===== config.mk =====
export PLATFORM = sky130hd
export DESIGN_NAME = pt_walker
export DESIGN_NICKNAME = d
export VERILOG_FILES = /design/src/rtl/pt_walker_pkg.sv /design/src/rtl/pt_addr_gen.sv /design/src/rtl/pt_pte_eval.sv /design/src/rtl/pt_walker.sv
export SDC_FILE = /design/constraint.sdc
export NUM_CORES = 1
export LEC_CHECK = 0
export ABC_AREA = 1
export BUFFER_PORTS_ARGS = -buffer_cell sky130_fd_sc_hd__buf_2
export CORE_MARGIN = 10
export CORE_UTILIZATION = 50
export CTS_CLUSTER_DIAMETER = 30
export CTS_CLUSTER_SIZE = 30
export DETAILED_ROUTE_END_ITERATION = 10
export PLACE_DENSITY = 0.83
export SETUP_SLACK_MARGIN = 0.3
export SYNTH_ARGS = -nofsm -noshare
export SYNTH_HDL_FRONTEND = slang
export SYNTH_SLANG_ARGS = --single-unit

===== constraint.sdc =====
create_clock -name clk -period 1.8 [get_ports clk]
set_input_delay 0.09 -clock clk [delete_from_list [all_inputs] [get_ports clk]]
set_output_delay 0.09 -clock clk [all_outputs]
set_load 0.1 [all_outputs]

===== src/rtl/pt_walker_pkg.sv =====
package pt_walker_pkg;

  typedef enum logic [1:0] {
    ACC_RD  = 2'd0,
    ACC_WR  = 2'd1,
    ACC_EX  = 2'd2,
    ACC_RSV = 2'd3
  } acc_e;

  typedef enum logic [1:0] {
    FLT_NONE    = 2'd0,
    FLT_INVALID = 2'd1,
    FLT_ABSENT  = 2'd2,
    FLT_PROT    = 2'd3
  } fault_e;

  typedef enum logic [2:0] {
    ST_IDLE,
    ST_READ,
    ST_EVAL,
    ST_WBACK,
    ST_RESP
  } walk_st_e;

  // Flag positions inside a table entry (frame number occupies the low bits)
  localparam int BIT_VALID = 8;
  localparam int BIT_PRES  = 9;
  localparam int BIT_RPERM = 10;
  localparam int BIT_WPERM = 11;
  localparam int BIT_XPERM = 12;
  localparam int BIT_REF   = 13;
  localparam int BIT_DIRTY = 14;
  localparam int FLAG_TOP  = 14;

endpackage


===== src/rtl/pt_addr_gen.sv =====
module pt_addr_gen #(
  parameter int VA_W      = 6,
  parameter int OFF_W     = 4,
  parameter int MAW       = 8,
  parameter int PTE_BYTES = 2
) (
  input  logic [VA_W-1:0]  vaddr_i,
  input  logic [MAW-1:0]   base_i,
  output logic [OFF_W-1:0] off_o,
  output logic [MAW-1:0]   ent_addr_o
);
  localparam int  VPN_W = VA_W - OFF_W;
  localparam int  SH    = $clog2(PTE_BYTES);
  localparam bit  POW2  = ((1 << SH) == PTE_BYTES);

  logic [VPN_W-1:0] vpn;
  logic [MAW-1:0]   scaled;

  assign vpn   = vaddr_i[VA_W-1:OFF_W];
  assign off_o = vaddr_i[OFF_W-1:0];

  // Entry size picks a shifter or a constant multiplier
  generate
    if (POW2) begin : g_shift
      assign scaled = MAW'(vpn) << SH;
    end else begin : g_mul
      assign scaled = MAW'(vpn) * MAW'(PTE_BYTES);
    end
  endgenerate

  assign ent_addr_o = base_i + scaled;

endmodule


===== src/rtl/pt_pte_eval.sv =====
module pt_pte_eval
  import pt_walker_pkg::*;
#(
  parameter int PTE_W = 16,
  parameter int PFN_W = 3
) (
  input  logic [PTE_W-1:0] pte_i,
  input  acc_e             acc_i,
  output fault_e           fault_o,
  output logic [PFN_W-1:0] pfn_o,
  output logic [PTE_W-1:0] pte_upd_o,
  output logic             wback_o
);
  logic allow;

  always_comb begin
    case (acc_i)
      ACC_RD:  allow = pte_i[BIT_RPERM];
      ACC_WR:  allow = pte_i[BIT_WPERM];
      ACC_EX:  allow = pte_i[BIT_XPERM];
      default: allow = 1'b0;
    endcase

    if (!pte_i[BIT_VALID])      fault_o = FLT_INVALID;
    else if (!pte_i[BIT_PRES])  fault_o = FLT_ABSENT;
    else if (!allow)            fault_o = FLT_PROT;
    else                        fault_o = FLT_NONE;

    pte_upd_o = pte_i;
    if (fault_o == FLT_NONE) begin
      pte_upd_o[BIT_REF] = 1'b1;
      if (acc_i == ACC_WR) pte_upd_o[BIT_DIRTY] = 1'b1;
    end
    wback_o = (pte_upd_o != pte_i);
  end

  assign pfn_o = pte_i[PFN_W-1:0];

endmodule


===== src/rtl/pt_walker.sv =====
module pt_walker
  import pt_walker_pkg::*;
#(
  parameter int VA_W       = 6,
  parameter int PA_W       = 7,
  parameter int PAGE_BYTES = 16,
  parameter int MAW        = 8,
  parameter int PTE_BYTES  = 2
) (
  input  logic                     clk,
  input  logic                     rst,
  input  logic [MAW-1:0]           tbl_base_i,
  input  logic                     req_valid_i,
  output logic                     req_ready_o,
  input  logic [VA_W-1:0]          req_vaddr_i,
  input  logic [1:0]               req_acc_i,
  output logic                     rsp_valid_o,
  input  logic                     rsp_ready_i,
  output logic [PA_W-1:0]          rsp_paddr_o,
  output logic [1:0]               rsp_fault_o,
  output logic                     mem_valid_o,
  output logic                     mem_we_o,
  output logic [MAW-1:0]           mem_addr_o,
  output logic [8*PTE_BYTES-1:0]   mem_wdata_o,
  input  logic                     mem_ready_i,
  input  logic [8*PTE_BYTES-1:0]   mem_rdata_i
);
  localparam int OFF_W = $clog2(PAGE_BYTES);
  localparam int PFN_W = PA_W - OFF_W;
  localparam int PTE_W = 8 * PTE_BYTES;

  walk_st_e          st_q;
  logic [OFF_W-1:0]  off_q;
  acc_e              acc_q;
  logic [MAW-1:0]    addr_q;
  logic [PTE_W-1:0]  pte_q;
  logic [PTE_W-1:0]  wdata_q;
  logic [PA_W-1:0]   paddr_q;
  fault_e            fault_q;

  logic [OFF_W-1:0]  off_n;
  logic [MAW-1:0]    ent_n;
  fault_e            flt;
  logic [PFN_W-1:0]  pfn;
  logic [PTE_W-1:0]  upd;
  logic              need_wb;

  pt_addr_gen #(
    .VA_W(VA_W), .OFF_W(OFF_W), .MAW(MAW), .PTE_BYTES(PTE_BYTES)
  ) u_addr (
    .vaddr_i    (req_vaddr_i),
    .base_i     (tbl_base_i),
    .off_o      (off_n),
    .ent_addr_o (ent_n)
  );

  pt_pte_eval #(
    .PTE_W(PTE_W), .PFN_W(PFN_W)
  ) u_eval (
    .pte_i     (pte_q),
    .acc_i     (acc_q),
    .fault_o   (flt),
    .pfn_o     (pfn),
    .pte_upd_o (upd),
    .wback_o   (need_wb)
  );

  always_ff @(posedge clk) begin
    if (rst) begin
      st_q    <= ST_IDLE;
      off_q   <= '0;
      acc_q   <= ACC_RD;
      addr_q  <= '0;
      pte_q   <= '0;
      wdata_q <= '0;
      paddr_q <= '0;
      fault_q <= FLT_NONE;
    end else begin
      case (st_q)
        ST_IDLE: if (req_valid_i) begin
          off_q  <= off_n;
          acc_q  <= acc_e'(req_acc_i);
          addr_q <= ent_n;
          st_q   <= ST_READ;
        end
        ST_READ: if (mem_ready_i) begin
          pte_q <= mem_rdata_i;
          st_q  <= ST_EVAL;
        end
        ST_EVAL: begin
          fault_q <= flt;
          wdata_q <= upd;
          paddr_q <= (flt == FLT_NONE) ? {pfn, off_q} : '0;
          st_q    <= need_wb ? ST_WBACK : ST_RESP;
        end
        ST_WBACK: if (mem_ready_i) st_q <= ST_RESP;
        ST_RESP:  if (rsp_ready_i) st_q <= ST_IDLE;
        default:  st_q <= ST_IDLE;
      endcase
    end
  end

  assign req_ready_o = (st_q == ST_IDLE);
  assign mem_valid_o = (st_q == ST_READ) || (st_q == ST_WBACK);
  assign mem_we_o    = (st_q == ST_WBACK);
  assign mem_addr_o  = addr_q;
  assign mem_wdata_o = wdata_q;
  assign rsp_valid_o = (st_q == ST_RESP);
  assign rsp_paddr_o = paddr_q;
  assign rsp_fault_o = fault_q;

  // idle excludes any memory or response activity
  assert_idle_quiet_R2: assert property (@(posedge clk) disable iff (rst)
    req_ready_o |-> (!mem_valid_o && !rsp_valid_o));

  // acceptance leads straight to a table read and drops ready
  assert_read_follows_accept_R2: assert property (@(posedge clk) disable iff (rst)
    (req_valid_i && req_ready_o) |=> (mem_valid_o && !mem_we_o && !req_ready_o));

  // a stalled memory request is held unchanged
  assert_mem_hold_R8: assert property (@(posedge clk) disable iff (rst)
    (mem_valid_o && !mem_ready_i) |=>
      (mem_valid_o && $stable(mem_addr_o) && $stable(mem_we_o) && $stable(mem_wdata_o)));

  // a stalled response is held unchanged
  assert_rsp_hold_R9: assert property (@(posedge clk) disable iff (rst)
    (rsp_valid_o && !rsp_ready_i) |=>
      (rsp_valid_o && $stable(rsp_paddr_o) && $stable(rsp_fault_o)));

  // the offset bits reach the physical address unchanged
  assert_offset_pass_R4: assert property (@(posedge clk) disable iff (rst)
    (rsp_valid_o && rsp_fault_o == 2'd0) |-> (rsp_paddr_o[OFF_W-1:0] == off_q));

  // faulting responses carry a zero address
  assert_fault_zero_pa_R6: assert property (@(posedge clk) disable iff (rst)
    (rsp_valid_o && rsp_fault_o != 2'd0) |-> (rsp_paddr_o == '0));

  // a write-back always changes the entry and only follows a success
  assert_wb_changes_R7: assert property (@(posedge clk) disable iff (rst)
    (mem_valid_o && mem_we_o) |-> (mem_wdata_o != pte_q && fault_q == FLT_NONE));

endmodule


== Word level (Yosys, flattened, before mapping) ==
Index checks and enable logic that the tools add are counted.

* Register bits after elaboration: 58
* Output and inout port bits: 37
* Input port bits: 37
* Logic and storage cells: 40

* Add/sub/neg operators: 1
* Eq/ne operators: 11
* Multiplexer cells: 13
* Reductions and logical operators: 7

{| class="wikitable"
|+ Operators with widths
! operator !! count
|-
| $mux 3 || 5
|-
| $pmux 3 s5 || 1
|-
| $add 8x3->8 || 1
|-
| $mux 2 || 4
|-
| $mux 7 || 1
|-
| $eq 3x2->1 const B || 2
|-
| $logic_not 2->1 || 2
|-
| $ne 2x1->1 const B || 2
|-
| $ne 2x2->1 const B || 2
|-
| $reduce_and 2->1 || 2
|-
| $reduce_and 4->1 || 1
|-
| $eq 3x1->1 const B || 1
|-
| $eq 3x3->1 const B || 1
|-
| $logic_not 3->1 || 1
|-
| $pmux 1 s3 || 1
|-
| $eq 2x1->1 const B || 1
|-
| $eq 2x2->1 const B || 1
|-
| $ne 2x2->1 || 1
|-
| $logic_or 1x1->1 || 1
|-
| $mux 1 || 1
|}

== Depth between registers and ports, before layout ==
* Depth after elaboration: 10
* Mapped depth: 10
* Gate-level depth less buffers: 8

== Modules after synthesis ==
From an unflattened synthesis, not the netlist that was laid out.

* Cells, all modules: 351
* Area total of the unflattened synthesis: 2671.3 um^2

{| class="wikitable"
|+ By module, submodules not included
! module !! area an instance (um^2) !! sequential area each (um^2) !! cells an instance !! times used
|-
| pt_walker || 2218.4 || 1161.1 || 275 || 1
|-
| pt_pte_eval || 229.0 || 0.0 || 37 || 1
|-
| pt_addr_gen || 224.0 || 0.0 || 39 || 1
|}

== Worst setup path after synthesis ==
No wires, ideal clock.

* Kind: register to register
* Start: register st_q[0]
* End: register st_q[2]
* Cell stages (with the launch flop): 9
* Arrival: 2.647 ns
* Buffers on the path: 0
* Library setup time: 0.073 ns
* Clock period less this slack: 2.719 ns
* Required time: 1.727 ns
* Slack: -0.919 ns
* Path through: dfxtp_1 > inv_2 > nor2_4 > inv_2 > nor2_1 > inv_1 > nand2_1 > nand2_1 > a21oi_1

* Word-level cells in the longest chain between the ends: 3
* Elaborated cells between the ends (all ways): 11
* Classes of those cells: eq/ne (8); mux (1); reduce/logical (2)

{| class="wikitable"
|+ Ends and longest elaborated chain
! element !! line !! RTL
|-
| start: declaration || pt_walker.sv:32 || <nowiki>walk_st_e st_q;</nowiki>
|-
| start signal: assignment || pt_walker.sv:94 || <nowiki>st_q <= need_wb ? ST_WBACK : ST_RESP;</nowiki>
|-
| $eq 3x2->1 (*) || - ||
|-
| via mem_we_o || pt_walker.sv:22 || <nowiki>output logic mem_we_o,</nowiki>
|-
| $ne 2x1->1 (no line) || - ||
|-
| $reduce_and 4->1 (no line) || - ||
|}

The timed path passes the listed nets; every way through them passes the cells marked *.
A chain may end at the register's enable or synchronous reset.

== Worst setup path after layout ==
* Start: register st_q[1]
* End: output port req_ready_o

* Word-level cells in the longest chain between the ends: 1

{| class="wikitable"
|+ Ends and longest elaborated chain
! element !! line !! RTL
|-
| $logic_not 3->1 || pt_walker.sv:103 || <nowiki>assign req_ready_o = (st_q == ST_IDLE);</nowiki>
|-
| end: declaration || pt_walker.sv:14 || <nowiki>output logic req_ready_o,</nowiki>
|}

No other way between the ends.

==> impl_metrics.csv <==
group,metric,value,unit
logic_synthesis,ys_warn_count,0,
power,static-leakage-power,1.31,nW
placement,dp_hpwl,4360,um
clocking,htreeDepth,3,
logic_synthesis,yosys_most_used_dff,"sky130_fd_sc_hd__dfxtp_1",
setup_path,crit_fanout,4,
clocking,insertion_delay,0.33,ns
setup_path,rr_endpoint,"pte_q[5]",
logic_synthesis,number_of_enable_type_register_cells_in_the_synthesized_netlist,0,
timing,total_of_endpoints_with_negative_setup_slack_in_the_final_report,0,
placement,placed_area,2720,um^2
setup_path,r2r.worst_path.cells,9,
setup_path,worst_setup_ep,"req_ready_o",
setup_path,critPathKind,"flip-flop to output port",
setup_path,timing.critical_path.required,1.71,ns
finish,cell_area_after_layout,2910,um^2
placement,place_congestion,0.847,
setup_path,path_delay_family,"buffers and inverters",
power,design_power_total,4.20,mW
logic_synthesis,synth.lib_cells_used.distinct,28,
logic_synthesis,avgSynthCellArea,7.75,um^2
grt,gr-total-overflow,0,
drt,drt.antenna.violating_nets,0,
drt,drt-pass1-iter-count,4,
logic_synthesis,number_of_storage_elements_in_the_synthesis_netlist,58,
grt,grt_pass1_vias,2179,
clocking,cts_max_path_buffers,2,
drt,routed_wire_length_per_instance,14.0,um
finish,layout.cells.most_common,"sky130_fd_sc_hd__buf_2",
clocking,clk_transition_reported_paths,0.06,ns
drt,routed-via-count,2143,
setup_path,critical_path_depth,4,
power,irDropWorstVdd,674,uV
finish,layout.cells.most_common_list,"sky130_fd_sc_hd__buf_2 (70), sky130_fd_sc_hd__dfxtp_1 (55), sky130_fd_sc_hd__nor2_1 (53)",
hold_path,min-delay-start,"tbl_base_i[0]",
die,row_count,24,
setup_path,cp-startpoint,"st_q[1]",
finish,diode_insertion_count_for_antenna_repair,0,
finish,drive_above_1_share,28.8,%
timing,slew-limit-headroom,64.3,%
finish,area_growth_syn_to_layout,25.9,%
power,power_density,1440,nW/um^2
placement,detailedPlace.worstSlack,0.112,ns
grt,grt_antenna_before_repair,0,
drt,drt_iter0_drc,165,
timing,report.final.hold_viol_count,0,
die,die_w,88.0,um
clocking,tritoncts.num_buffers,9,
logic_synthesis,synth_fp_nets,338,
die,core,4410,um^2
hold_path,hp-class,"input port to flip-flop",
drt,drt-total-wl,6020,um
logic_synthesis,async_reset_ff_share,0,%
job,maxCapViolations,0,
placement,buffer_ports.inserted,73,
drt,post_drt_via_cell_ratio,4.98,
timing,timing_worst_slew_pin_value,0.534,ns
setup_path,critPathLaunchType,"flip-flop",
timing,finalClockSkew,0.00577,ns
timing,fmax,0.713,GHz
finish,nets,414,
die,die_height,88.0,um
setup_path,cp-end-kind,"output port",
grt,wire_length_of_the_first_global_routing_pass,9960,um
timing,final_min_period_over_clock_period,77.9,%
clocking,tritoncts,"done",
clocking,clock-root-buffer,"sky130_fd_sc_hd__clkbuf_8",
clocking,post_cts_setup_repair_buffer_count,0,
timing,slew_viol_final,0,
timing,rsz0062_at_grt,"no",
timing,worst_slack,0.397,ns
timing,layout_min_cycle_time,1.40,ns
die,floorplan.io_pins,74,
grt,track_usage,16.3,%
setup_path,max_stage_delay_on_crit_path,0.36,ns
drt,drt_drc_violations_left,0,
logic_synthesis,synth.yosys.seq_area_share,50.2,%
clocking,clock-sinks,58,
logic_synthesis,syn-cell-area,2310,um^2
setup_path,data_arrival_time_at_the_worst_slack_endpoint,1.31,ns
setup_path,worst_r2r_startpoint,"st_q[0]",
setup_path,r2r_setup_slack,0.45,ns
setup_path,cell_chain_critical_path,"inv_1 -> nand2_1 -> inv_4 -> buf_4",
setup_path,crit_slowest_cell,"sky130_fd_sc_hd__dfxtp_2",
die,floorplan.die_area,7740,um^2
die,initial_core_utilization,52.4,%
status,status,"completed",
finish,filler_cell_count,406,
finish,finish.utilization,65.9,%
setup_path,crit_buf_inv,3,
logic_synthesis,post_synth_inst_count,298,
grt,grt_start_max_net_pins,29,
-- layer usage --
metal	up-vias	global-route usage, %	routed length, um
li1	1121	-	-
met1	950	17.7	2470
met2	63	26.7	2910
met3	9	8.17	553
met4	0	6.38	85
met5	-	0	0
-- flip-flops by register name (all words and copies together), names as in the netlist --
| name | cells |
|---|---|
| rsp_paddr_o | 7 |
| off_q | 4 |
| rsp_fault_o | 2 |
| pte_q | 16 |
| mem_wdata_o | 16 |
| acc_q | 2 |
| st_q | 3 |
| mem_addr_o | 8 |
-- synthesized netlist by cell type (2+ instances only) --
cell type / n / area share, %
sky130_fd_sc_hd__dfxtp_1: 58 / 50
sky130_fd_sc_hd__nor2_1: 55 / 8.9
sky130_fd_sc_hd__nand2_1: 42 / 6.8
sky130_fd_sc_hd__o21ai_0: 37 / 8.0
sky130_fd_sc_hd__a21oi_1: 31 / 6.7
sky130_fd_sc_hd__inv_1: 17 / 2.8
sky130_fd_sc_hd__nand3_1: 15 / 3.2
sky130_fd_sc_hd__clkbuf_1: 6 / 0.97
sky130_fd_sc_hd__inv_2: 5 / 0.81
sky130_fd_sc_hd__buf_2: 3 / 0.65
sky130_fd_sc_hd__o21bai_1: 3 / 0.97
sky130_fd_sc_hd__xor2_1: 3 / 1.1
sky130_fd_sc_hd__buf_4: 2 / 0.65
sky130_fd_sc_hd__buf_6: 2 / 0.97
sky130_fd_sc_hd__ha_1: 2 / 1.1
sky130_fd_sc_hd__nand2_2: 2 / 0.54
sky130_fd_sc_hd__nor2_2: 2 / 0.54
sky130_fd_sc_hd__nor2_4: 2 / 0.97
sky130_fd_sc_hd__xnor2_1: 2 / 0.76
-- repair_timing --
action,4_1_cts,5_1_grt
endpoints found under the setup margin,2,6
resized for setup,2,3
endpoints found under the hold margin,1,0
gates cloned,0,0
hold buffers,1,0
-- worst min-delay path by stage --
stage | endpoint | slack, ns | depth (start not counted)
after detailed placement | pte_q[2] | 0.35 | 3
after floorplan | mem_wdata_o[9] | 0.16 | 1
final | mem_addr_o[0] | 0.008 | 3
after global placement | pte_q[2] | 0.33 | 3
after global routing | pte_q[15] | 0.005 | 3
after CTS | mem_addr_o[0] | 0.0007 | 3
-- where the power goes --
group	switching, mW	leakage [nW]	internal, mW
sequential	0.113	0.474	1.47
clock	0.473	0.0920	0.559
combinational	1.26	0.746	0.325
total	1.84	1.31	2.36
-- cell type report --
cell class / count / area, um^2 / share of cell area [%]
sequential: 58 / 1160 / 40.0
multi-input combinational: 203 / 993 / 34.2
timing repair buffer: 79 / 420 / 14.5
clock buffer: 12 / 155 / 5.33
inverter: 23 / 95.1 / 3.27
tap: 52 / 65.1 / 2.24
clock inverter: 3 / 15.0 / 0.516
-- through the flow --
step | TNS [ns] | hold slack (ns) | std cells
final | 0 | 0.00824 | 430
after global placement | 0 | 0.329 | 414
after CTS | 0 | 0.000747 | 430
after global routing | 0 | 0.00523 | 430
after detailed placement | 0 | 0.346 | 414
after floorplan | -0.0784 | 0.159 | 298
-- worst reg2reg max path: cells and delay by family, from the launching register on --
family	cells	cell delay, ns
DFF	1	0.33
and+or+nand+nor	5	0.36
buffers and inverters	4	0.56
-- cells by family after synthesis --
group                    Yosys count  synth area share (%)
XOR/XNOR                           5                  1.90
AO/OA/AOI/OAI                     75                  16.9
AND/OR/NAND/NOR                  120                  21.5
buffers and inverters             37                  7.42
flip-flops                        58                  50.2
adder cells (fa/ha/maj)            3                  1.95
Power figures use the tool's default switching activity.
